[src/rtl/page_xlate_pkg.sv]
package page_xlate_pkg;

  typedef enum logic [1:0] {
    ST_IDLE,
    ST_LOOKUP,
    ST_WALK
  } xlateState_t;

  // Strobes issued by the control to the datapath
  typedef struct packed {
    logic acceptReq;   // capture the incoming lookup
    logic finishHit;   // respond from the cache
    logic finishWalk;  // respond from the fetched entry
    logic refill;      // write the fetched entry into the cache
  } xlateStrobes_t;

endpackage

[src/rtl/page_xlate_ctrl.sv]
module page_xlate_ctrl
  import page_xlate_pkg::*;
(
  input  logic          clk,
  input  logic          rstN,
  input  logic          reqValid,
  input  logic          cacheHit,
  input  logic          memRspValid,
  input  logic          pteValid,
  output logic          reqReady,
  output logic          memReqValid,
  output xlateStrobes_t stb
);

  xlateState_t state, stateNext;

  always_comb begin
    stb       = '0;
    stateNext = state;
    unique case (state)
      ST_IDLE: begin
        stb.acceptReq = reqValid;
        if (reqValid) stateNext = ST_LOOKUP;
      end
      ST_LOOKUP: begin
        stb.finishHit = cacheHit;
        stateNext     = cacheHit ? ST_IDLE : ST_WALK;
      end
      ST_WALK: begin
        stb.finishWalk = memRspValid;
        stb.refill     = memRspValid && pteValid;
        if (memRspValid) stateNext = ST_IDLE;
      end
      default: stateNext = ST_IDLE;
    endcase
  end

  always_ff @(posedge clk or negedge rstN) begin
    if (!rstN) state <= ST_IDLE;
    else       state <= stateNext;
  end

  assign reqReady    = (state == ST_IDLE);
  assign memReqValid = (state == ST_WALK);

  // an unanswered entry request is still raised next cycle
  assert_req_held_R2: assert property (@(posedge clk) disable iff (!rstN)
    memReqValid && !memRspValid |=> memReqValid);

  // after accepting a lookup the unit is busy
  assert_busy_after_accept_R11: assert property (@(posedge clk) disable iff (!rstN)
    stb.acceptReq |=> !reqReady);

  // a hit never starts a table read
  assert_hit_no_walk_R6: assert property (@(posedge clk) disable iff (!rstN)
    (state == ST_LOOKUP) && cacheHit |=> !memReqValid);

endmodule

[src/rtl/page_xlate_dp.sv]
module page_xlate_dp
  import page_xlate_pkg::*;
#(
  parameter int VA_W     = 32,
  parameter int OFFS_W   = 12,
  parameter int PPN_W    = 18,
  parameter int NUM_WAYS = 8,
  localparam int VPN_W   = VA_W - OFFS_W,
  localparam int PA_W    = PPN_W + OFFS_W,
  localparam int PTE_W   = PPN_W + 3,
  localparam int PTR_W   = $clog2(NUM_WAYS)
) (
  input  logic              clk,
  input  logic              rstN,
  input  xlateStrobes_t     stb,
  input  logic              baseWrEn,
  input  logic [VA_W-1:0]   baseWrData,
  input  logic [VA_W-1:0]   reqVaddr,
  input  logic              reqWrite,
  input  logic [PTE_W-1:0]  memRspData,
  output logic              cacheHit,
  output logic              pteValid,
  output logic [VA_W-1:0]   memReqAddr,
  output logic              rspValid,
  output logic [PA_W-1:0]   rspPaddr,
  output logic              rspPageFault,
  output logic              rspProtFault,
  output logic [VA_W-1:0]   rspFaultVaddr
);

  logic [VA_W-1:0]  baseQ, vaddrQ;
  logic             writeQ;
  logic [VPN_W-1:0] vpnQ;
  assign vpnQ = vaddrQ[VA_W-1:OFFS_W];

  // Translation cache storage
  logic [NUM_WAYS-1:0] entValid, entRd, entWr, hitVec;
  logic [VPN_W-1:0]    entTag [NUM_WAYS];
  logic [PPN_W-1:0]    entPpn [NUM_WAYS];
  logic [PTR_W-1:0]    fillPtr;

  for (genvar gi = 0; gi < NUM_WAYS; gi++) begin : g_match
    assign hitVec[gi] = entValid[gi] && (entTag[gi] == vpnQ);
  end

  logic [PPN_W-1:0] hitPpn;
  logic             hitRd, hitWr;
  always_comb begin
    hitPpn = '0;
    hitRd  = 1'b0;
    hitWr  = 1'b0;
    for (int i = 0; i < NUM_WAYS; i++) begin
      if (hitVec[i]) begin
        hitPpn = hitPpn | entPpn[i];
        hitRd  = hitRd  | entRd[i];
        hitWr  = hitWr  | entWr[i];
      end
    end
  end
  assign cacheHit = |hitVec;

  // Fetched entry fields
  logic             pteRd, pteWr;
  logic [PPN_W-1:0] ptePpn;
  assign pteValid = memRspData[PTE_W-1];
  assign pteRd    = memRspData[PTE_W-2];
  assign pteWr    = memRspData[PTE_W-3];
  assign ptePpn   = memRspData[PPN_W-1:0];

  assign memReqAddr = baseQ + VA_W'({vpnQ, 2'b00});

  // Result selection and checks
  logic             srcPresent, srcRd, srcWr, pageFault, protFault, done;
  logic [PPN_W-1:0] srcPpn;
  always_comb begin
    srcPresent = stb.finishHit ? 1'b1   : pteValid;
    srcRd      = stb.finishHit ? hitRd  : pteRd;
    srcWr      = stb.finishHit ? hitWr  : pteWr;
    srcPpn     = stb.finishHit ? hitPpn : ptePpn;
    pageFault  = !srcPresent;
    protFault  = srcPresent && (writeQ ? !srcWr : !srcRd);
  end
  assign done = stb.finishHit || stb.finishWalk;

  always_ff @(posedge clk or negedge rstN) begin
    if (!rstN) begin
      baseQ         <= '0;
      vaddrQ        <= '0;
      writeQ        <= 1'b0;
      rspValid      <= 1'b0;
      rspPaddr      <= '0;
      rspPageFault  <= 1'b0;
      rspProtFault  <= 1'b0;
      rspFaultVaddr <= '0;
    end else begin
      if (baseWrEn) baseQ <= baseWrData;
      if (stb.acceptReq) begin
        vaddrQ <= reqVaddr;
        writeQ <= reqWrite;
      end
      rspValid <= done;
      if (done) begin
        rspPageFault  <= pageFault;
        rspProtFault  <= protFault;
        rspPaddr      <= (pageFault || protFault) ? '0 : {srcPpn, vaddrQ[OFFS_W-1:0]};
        rspFaultVaddr <= (pageFault || protFault) ? vaddrQ : '0;
      end
    end
  end

  // Cache refill, round robin; flush wins over refill
  always_ff @(posedge clk or negedge rstN) begin
    if (!rstN) begin
      entValid <= '0;
      entRd    <= '0;
      entWr    <= '0;
      fillPtr  <= '0;
      for (int i = 0; i < NUM_WAYS; i++) begin
        entTag[i] <= '0;
        entPpn[i] <= '0;
      end
    end else if (baseWrEn) begin
      entValid <= '0;
    end else if (stb.refill) begin
      entValid[fillPtr] <= 1'b1;
      entRd[fillPtr]    <= pteRd;
      entWr[fillPtr]    <= pteWr;
      entTag[fillPtr]   <= vpnQ;
      entPpn[fillPtr]   <= ptePpn;
      fillPtr           <= (fillPtr == PTR_W'(NUM_WAYS - 1)) ? '0 : fillPtr + 1'b1;
    end
  end

  assert_unique_hit_R8: assert property (@(posedge clk) disable iff (!rstN)
    $onehot0(hitVec));

  assert_flush_all_R9: assert property (@(posedge clk) disable iff (!rstN)
    baseWrEn |=> (entValid == '0));

  assert_fault_no_addr_R4: assert property (@(posedge clk) disable iff (!rstN)
    rspValid && (rspPageFault || rspProtFault) |-> (rspPaddr == '0));

  assert_offset_pass_R1: assert property (@(posedge clk) disable iff (!rstN)
    rspValid && !rspPageFault && !rspProtFault |-> rspPaddr[OFFS_W-1:0] == vaddrQ[OFFS_W-1:0]);

  assert_fault_exclusive_R11: assert property (@(posedge clk) disable iff (!rstN)
    rspValid |-> !(rspPageFault && rspProtFault));

endmodule

[src/rtl/page_xlate.sv]
module page_xlate
  import page_xlate_pkg::*;
#(
  parameter int VA_W     = 32,
  parameter int OFFS_W   = 12,
  parameter int PPN_W    = 18,
  parameter int NUM_WAYS = 8,
  localparam int PA_W    = PPN_W + OFFS_W,
  localparam int PTE_W   = PPN_W + 3
) (
  input  logic             clk,
  input  logic             rstN,
  input  logic             baseWrEn,
  input  logic [VA_W-1:0]  baseWrData,
  input  logic             reqValid,
  output logic             reqReady,
  input  logic [VA_W-1:0]  reqVaddr,
  input  logic             reqWrite,
  output logic             rspValid,
  output logic [PA_W-1:0]  rspPaddr,
  output logic             rspPageFault,
  output logic             rspProtFault,
  output logic [VA_W-1:0]  rspFaultVaddr,
  output logic             memReqValid,
  output logic [VA_W-1:0]  memReqAddr,
  input  logic             memRspValid,
  input  logic [PTE_W-1:0] memRspData
);

  xlateStrobes_t stb;
  logic          cacheHit, pteValid;

  page_xlate_ctrl u_ctrl (
    .clk        (clk),
    .rstN       (rstN),
    .reqValid   (reqValid),
    .cacheHit   (cacheHit),
    .memRspValid(memRspValid),
    .pteValid   (pteValid),
    .reqReady   (reqReady),
    .memReqValid(memReqValid),
    .stb        (stb)
  );

  page_xlate_dp #(
    .VA_W    (VA_W),
    .OFFS_W  (OFFS_W),
    .PPN_W   (PPN_W),
    .NUM_WAYS(NUM_WAYS)
  ) u_dp (
    .clk          (clk),
    .rstN         (rstN),
    .stb          (stb),
    .baseWrEn     (baseWrEn),
    .baseWrData   (baseWrData),
    .reqVaddr     (reqVaddr),
    .reqWrite     (reqWrite),
    .memRspData   (memRspData),
    .cacheHit     (cacheHit),
    .pteValid     (pteValid),
    .memReqAddr   (memReqAddr),
    .rspValid     (rspValid),
    .rspPaddr     (rspPaddr),
    .rspPageFault (rspPageFault),
    .rspProtFault (rspProtFault),
    .rspFaultVaddr(rspFaultVaddr)
  );

  assert_addr_stable_R2: assert property (@(posedge clk) disable iff (!rstN)
    memReqValid && !memRspValid |=> $stable(memReqAddr));

  assert_single_pulse_R11: assert property (@(posedge clk) disable iff (!rstN)
    rspValid |=> !rspValid);

endmodule

[config.mk]
export PLATFORM = sky130hd
export DESIGN_NAME = page_xlate
export DESIGN_NICKNAME = d
export VERILOG_FILES = /design/src/rtl/page_xlate_pkg.sv /design/src/rtl/page_xlate_ctrl.sv /design/src/rtl/page_xlate_dp.sv /design/src/rtl/page_xlate.sv
export SDC_FILE = /design/constraint.sdc
export NUM_CORES = 1
export LEC_CHECK = 0
export BUFFER_PORTS_ARGS = -buffer_cell sky130_fd_sc_hd__buf_2
export CORE_UTILIZATION = 44
export CTS_CLUSTER_DIAMETER = 80
export DETAILED_ROUTE_END_ITERATION = 12
export GPL_ROUTABILITY_DRIVEN = 1
export HOLD_SLACK_MARGIN = 0.05
export PLACE_DENSITY = 0.7
export SLEW_MARGIN = 20
export SYNTH_ARGS = -nofsm -noshare
export SYNTH_HDL_FRONTEND = slang
export SYNTH_HIERARCHICAL = 1
export SYNTH_SLANG_ARGS = --single-unit
[constraint.sdc]
create_clock -name clk -period 6.2 [get_ports clk]
set_input_delay 0.62 -clock clk [delete_from_list [all_inputs] [get_ports clk]]
set_output_delay 0.62 -clock clk [all_outputs]
set_load 0.02 [all_outputs]
* Yosys cells after proc, flatten, opt, wreduce, memory -nomap -nowiden
Index checks and enable logic that the tools add are counted.
** Word-level totals
- Flip-flop bits (word level) :: 463
- Bits of input ports :: 91
- Word-level logic and storage cells :: 145
** Cells by class
- $add $sub $neg :: 2
- Magnitude comparators :: 4
- Eq/ne operators :: 13
- Muxes and demuxes :: 51
- Bitwise gates (word level) :: 24
- Reductions and logical operators :: 22
** Operators with widths (count)
- $mux W18 :: 10
- $bwmux W160 :: 1
- $eq A20 B20 Y1 :: 8
- $bwmux W144 :: 1
- $or A18 B18 Y18 :: 7
- $demux W20 S3 :: 1
- $demux W18 S3 :: 1
- $add A32 B22 Y32 :: 1
- $mux W32 :: 1
- $mux W30 :: 1
- $mux W1 :: 23
- $mux W20 :: 1
- $bwmux W8 :: 2
- $mux W8 :: 2
- $or A1 B1 Y1 :: 14
- $logic_and A1 B1 Y1 :: 12
- $mux W2 :: 4
- $or A8 B8 Y8 :: 1
- $reduce_or A8 Y1 :: 1
- $pmux W2 S3 :: 1
- $ge A4 B4 Y1 const B :: 1
- $lt A3 B4 Y1 const B :: 1
- $lt A4 B1 Y1 const B :: 1
- $not A3 Y4 :: 1
- 15 further kinds :: 19

* Depth between registers and ports, before layout
- Depth after elaboration :: 23
- Depth in mapped cells :: 20
- Mapped depth without buffers :: 14

* By module
Netlist, hierarchy kept.
** Modules (own cells, without submodules)
- page_xlate_dp :: times used 1, cells an instance 1782, area an instance 21861.0 um^2, sequential area each 11536.1 um^2
- page_xlate_ctrl :: times used 1, cells an instance 12, area an instance 120.1 um^2, sequential area each 50.0 um^2

* Least setup slack after synthesis
Ideal clock, no wire load.
- Path type :: register to register
- Start :: reg u_dp.vaddrQ[13]
- End :: reg u_dp.rspPaddr[20]
- Arrival :: 3879 ps
- Path slack :: 2195 ps
- Stages on the path, launching flop included :: 21
- Clock period less this slack :: 4005 ps
- Cells stage by stage :: dfrtp_1 -> clkbuf_1 -> buf_2 -> xnor2_1 -> nand4_1 -> nor4_1 -> clkbuf_1 -> clkbuf_1 -> a31oi_1 -> nand2_1 -> or4b_2 -> and3b_2 -> clkbuf_1 -> nand2_1 -> a31oi_1 -> o2111ai_2 -> nor2_4 -> buf_2 -> buf_2 -> nor4_1 -> a221o_1
** RTL lines
- start, declared :: RTL line page_xlate_dp.sv:31 : logic [VA_W-1:0] baseQ, vaddrQ;
- start signal, assigned :: RTL line page_xlate_dp.sv:98 : vaddrQ <= reqVaddr;
- end signal, assigned :: RTL line page_xlate_dp.sv:105 : rspPaddr <= (pageFault || protFault) ? '0 : {srcPpn, vaddrQ[OFFS_W-1:0]};
- end, declared :: RTL line page_xlate_dp.sv:25 : output logic [PA_W-1:0] rspPaddr,

* Worst setup path in the final report
- Start :: reg u_dp.vaddrQ[14]
- End :: out memReqAddr[31]
** On the way
- Longest elaborated chain between the ends :: 1
** Ends and longest elaborated chain
- $add A32 B22 Y32 :: RTL line page_xlate_dp.sv:70 : assign memReqAddr = baseQ + VA_W'({vpnQ, 2'b00});
- end, declared :: RTL line page_xlate.sv:25 : output logic [VA_W-1:0] memReqAddr,
No other way between the ends.

==> reports/qor.json <==
{
  "synth_seq_area_share": {"value": 52.7, "unit": "%"},
  "post_synth_inst_count": {"value": 1794},
  "final_net_count": {"value": 2057},
  "sequential_cell_area": {"value": 0.0116, "unit": "mm²"},
  "post_synth.cell_area_avg": {"value": 12.3, "unit": "µm²"},
  "synth_flop_cell": {"value": "sky130_fd_sc_hd__dfrtp_1"},
  "worstPathArrival": {"value": 4550, "unit": "ps"},
  "nFillCells": {"value": 4251},
  "synth_fp_nets": {"value": 1908},
  "finalSetupViolations": {"value": 0},
  "share_comb_of_total_power": {"value": 33.5, "unit": "%"},
  "p_clk_share": {"value": 26.5, "unit": "%"},
  "dp_hpwl": {"value": 39100, "unit": "µm"},
  "finalHoldViolCount": {"value": 0},
  "yosys_warnings": {"value": 6},
  "globalplace.congestion": {"value": 0.880},
  "hold_class": {"value": "primary input to register"},
  "flow.area_growth_from_synthesis": {"value": 14.6, "unit": "%"},
  "detailedRoute.firstPassIterationCount": {"value": 5},
  "power.share.switching": {"value": 37.7, "unit": "%"},
  "cts_tree": {"value": "yes"},
  "floorplan.rows": {"value": 81},
  "irDropWorstVdd": {"value": 0.000297, "unit": "V"},
  "timing_max_transition_violations_final": {"value": 0},
  "layoutNonFillerInstCount": {"value": 2644},
  "dpl.cell_count": {"value": 2553},
  "drt_iter0_markers": {"value": 1211},
  "grt_use_total": {"value": 23.9, "unit": "%"},
  "grt_start_max_net_pins": {"value": 166},
  "die_width": {"value": 226, "unit": "µm"},
  "worstSetupEndpointType": {"value": "output port"},
  "h_tree_depth": {"value": 2},
  "first_global_vias": {"value": 15800},
  "timing.critical_path.slowest_stage_cell": {"value": "sky130_fd_sc_hd__a311oi_1"},
  "synth_cell_types": {"value": 63},
  "area_taken_by_multi_input_logic_gates": {"value": 0.00977, "unit": "mm²"},
  "synth_enable_flop_cells": {"value": 0},
  "insertion_delay": {"value": 620, "unit": "ps"},
  "via_count": {"value": 15200},
  "clk_transition_reported_paths": {"value": 60, "unit": "ps"},
  "worstPathMaxFanout": {"value": 12},
  "postSynthRegisterBits": {"value": 463},
  "finalInstanceArea": {"value": 0.0252, "unit": "mm²"},
  "tritoncts_num_sinks": {"value": 463},
  "setup_tns": {"value": 0, "unit": "ps"},
  "min_period_over_period": {"value": 83.4, "unit": "%"},
  "timing.clock.skew": {"value": 29.3, "unit": "ps"},
  "routed_wl": {"value": 59700, "unit": "µm"},
  "drive_gt1_share": {"value": 35.6, "unit": "%"},
  "post-route-drc-count": {"value": 0},
  "grt_setup_unrepaired": {"value": "no"},
  "timing.setup.critical_path_class": {"value": "register to output port"},
  "power.total": {"value": 0.0112, "unit": "W"},
  "cts_made_buffers": {"value": 51},
  "grt_pass1_wl": {"value": 93100, "unit": "µm"},
  "cts_max_path_buffers": {"value": 3},
  "cellLeakagePower": {"value": 11.9, "unit": "nW"},
  "synth-async-reset-ratio": {"value": 100, "unit": "%"},
  "timing.slew.headroom": {"value": 22.8, "unit": "%"},
  "max_slew.worst_pin.slew": {"value": 1160, "unit": "ps"},
  "placed_cell_area": {"value": 0.0236, "unit": "mm²"},
  "fp.dieH": {"value": 226, "unit": "µm"},
  "die-area": {"value": 0.0509, "unit": "mm²"},
  "sequentialPowerShare": {"value": 40.0, "unit": "%"},
  "netlist_area_before_placement": {"value": 0.0220, "unit": "mm²"},
  "grt.overflow.total": {"value": 0},
  "ctsRootBufferMaster": {"value": "sky130_fd_sc_hd__clkbuf_16"},
  "initial_core_util": {"value": 44.7, "unit": "%"},
  "core": {"value": 0.0492, "unit": "mm²"},
  "vias_per_cell": {"value": 5.76},
  "min_tclk_post_route": {"value": 5170, "unit": "ps"},
  "crit_path_frequent_cell": {"value": "sky130_fd_sc_hd__o211ai_1"},
  "netSwitchingPower": {"value": 0.00422, "unit": "W"},
  "number_of_nets_with_antenna_violations_after_detailed_routing": {"value": 0},
  "drv_cap": {"value": 0},
  "slowest_delay": {"value": 770, "unit": "ps"},
  "avgRoutedWirePerCell": {"value": 22.6, "unit": "µm"},
  "fmax": {"value": 193, "unit": "MHz"},
  "outcome": {"value": "completed"},
  "placement.io_buffers": {"value": 189},
  "critPathRequiredTime": {"value": 5580, "unit": "ps"},
  "io_pins": {"value": 190},
  "power.density_cell_area": {"value": 445, "unit": "mW/mm²"},
  "p_int": {"value": 0.00699, "unit": "W"},
  "worstSetupStartpointType": {"value": "register"},
  "critical_path_cell_by_cell": {"value": "buf_4 -> ha_1 -> nand3_1 -> o211ai_1 -> o211ai_1 -> a21oi_1 -> o2111ai_1 -> a311oi_1 -> o211ai_1 -> xnor2_1 -> buf_2"},
  "grt_antenna_before_repair": {"value": 1}
}
-- power by group through the flow --
stage / Combinational, W / Sequential [W] / Clock, W
global placement: 0.00365 / 0.00449 / 0
CTS: 0.00375 / 0.00448 / 0.00304
floorplan: 0.00265 / 0.00428 / 0
global route: 0.00404 / 0.00458 / 0.00315
detailed placement: 0.00373 / 0.00451 / 0
finish: 0.00375 / 0.00448 / 0.00297
-- layer usage --
layer	share of wire [%]	vias to the layer above	track usage, %	wire (µm)
met5	0	-	0	0
met4	3.1	0	8.62	1860
met3	6.3	123	4.04	3740
met2	46	536	37.5	27600
met1	44	7814	33.3	26500
li1	-	6763	-	-
-- critical path, delay by kind of cell, from the launching register on --
kind	cells	cell delay [ps]
XOR/XNOR	1	190
AND/OR/NAND/NOR	1	110
AO/OA/AOI/OAI	6	2200
flip-flops	1	610
adder cells (fa/ha/maj)	1	340
buffers and inverters	2	490
-- cell families after synthesis --
family | share of synthesized area, %
flip-flops | 52.7
adder cells (fa/ha/maj) | 1.34
multiplexers | 19.2
buffers and inverters | 3.07
XOR/XNOR | 7.25
AO/OA/AOI/OAI | 6.01
AND/OR/NAND/NOR | 10.4
-- cell type report --
class	count	area share, %
sequential	463	46.0
multi-input combinational	1173	38.8
clock buffer	73	5.59
timing repair buffer	231	5.16
tap	664	3.30
clock inverter	16	0.815
inverter	23	0.343
antenna	1	0.00993
-- cells in the mapped netlist (5+ instances only) --
master | instances | area (µm²)
sky130_fd_sc_hd__clkbuf_1 | 90 | 338
sky130_fd_sc_hd__and2_1 | 12 | 75.1
sky130_fd_sc_hd__mux2_2 | 374 | 4210
sky130_fd_sc_hd__buf_2 | 27 | 135
sky130_fd_sc_hd__nor2b_1 | 5 | 31.3
sky130_fd_sc_hd__dfrtp_1 | 463 | 11600
sky130_fd_sc_hd__buf_4 | 5 | 37.5
sky130_fd_sc_hd__and3_1 | 15 | 93.8
sky130_fd_sc_hd__o21ai_0 | 27 | 135
sky130_fd_sc_hd__xor2_1 | 57 | 499
sky130_fd_sc_hd__nand3_1 | 60 | 300
sky130_fd_sc_hd__a22o_1 | 50 | 438
sky130_fd_sc_hd__a21oi_1 | 48 | 240
sky130_fd_sc_hd__buf_1 | 9 | 33.8
sky130_fd_sc_hd__ha_1 | 22 | 275
sky130_fd_sc_hd__inv_1 | 23 | 86.3
sky130_fd_sc_hd__a21o_1 | 9 | 67.6
sky130_fd_sc_hd__nor3_1 | 27 | 135
sky130_fd_sc_hd__xnor2_1 | 125 | 1090
sky130_fd_sc_hd__a221o_1 | 18 | 180
sky130_fd_sc_hd__nor2_1 | 22 | 82.6
sky130_fd_sc_hd__nand4_1 | 89 | 557
sky130_fd_sc_hd__nor4_1 | 35 | 219
sky130_fd_sc_hd__nand2_1 | 103 | 387
-- stage by stage --
| stage | hold slack (ps) | util [%] | setup WS [ps] |
|---|---|---|---|
| after floorplan | 324 | - | 2200 |
| after global placement | 456 | 47.9 | 1320 |
| after detailed placement | 479 | 47.9 | 1310 |
| after CTS | 199 | 51.2 | 1080 |
| after global routing | 228 | 51.2 | 795 |
| final | 221 | 51.2 | 1030 |
-- repair_timing --
action                                 in CTS  in global routing
hold buffers                                1                  0
gates resized for setup                     0                  0
setup buffers                               0                  0
endpoints found under the hold margin       5                  0
-- sequential cells by signal, indices dropped and copies added, names as in the netlist --
| name | flops |
|---|---|
| u_dp/rspProtFault | 1 |
| u_dp/entRd | 8 |
| u_dp/writeQ | 1 |
| u_dp/fillPtr | 3 |
| u_dp/rspFaultVaddr | 32 |
| u_dp/vaddrQ | 32 |
| u_dp/baseQ | 32 |
| u_dp/rspValid | 1 |
| u_ctrl/state | 2 |
| u_dp/rspPageFault | 1 |
| u_dp/entValid | 8 |
| u_dp/entPpn | 144 |
| u_dp/entWr | 8 |
| u_dp/entTag | 160 |
| u_dp/rspPaddr | 30 |
-- final timing paths --
kind	start	end	slack, ps	cells after the start
max in group asynchronous	rstN	u_dp/entPpn[31]	4150	3
min reg2reg	u_dp/entValid[6]	u_dp/entValid[6]	490	1
min in group asynchronous	rstN	u_dp/baseQ[9]	610	2
max reg2reg	u_dp/vaddrQ[21]	u_dp/rspPaddr[26]	1250	15
max	u_dp/vaddrQ[14]	memReqAddr[31]	1030	11
min	baseWrData[23]	u_dp/baseQ[23]	220	3
-- cell usage in the layout, fill, tap and decap left out, types with 5 or more instances in the layout --
cell,netlist,routed
sky130_fd_sc_hd__dfrtp_1,463,463
sky130_fd_sc_hd__a21oi_1,48,48
sky130_fd_sc_hd__ha_1,22,22
sky130_fd_sc_hd__nor2b_1,5,5
sky130_fd_sc_hd__nand2_1,103,101
sky130_fd_sc_hd__clkbuf_16,0,51
sky130_fd_sc_hd__and3_1,15,13
sky130_fd_sc_hd__a21o_1,9,9
sky130_fd_sc_hd__and2_1,12,11
sky130_fd_sc_hd__mux2_2,374,374
sky130_fd_sc_hd__clkbuf_1,90,17
sky130_fd_sc_hd__xor2_1,57,57
sky130_fd_sc_hd__nor4_2,2,5
sky130_fd_sc_hd__nand4_1,89,89
sky130_fd_sc_hd__nor4_1,35,32
sky130_fd_sc_hd__a22o_1,50,50
sky130_fd_sc_hd__buf_4,5,39
sky130_fd_sc_hd__xnor2_1,125,125
sky130_fd_sc_hd__buf_2,27,188
sky130_fd_sc_hd__a221o_1,18,18
sky130_fd_sc_hd__nor3_1,27,26
sky130_fd_sc_hd__clkbuf_8,0,5
sky130_fd_sc_hd__nand3_1,60,60
sky130_fd_sc_hd__clkinv_2,0,7
sky130_fd_sc_hd__nor2_1,22,21
sky130_fd_sc_hd__o21ai_0,27,27
sky130_fd_sc_hd__inv_1,23,22
No activity file was read; power rests on OpenSTA's default activity.
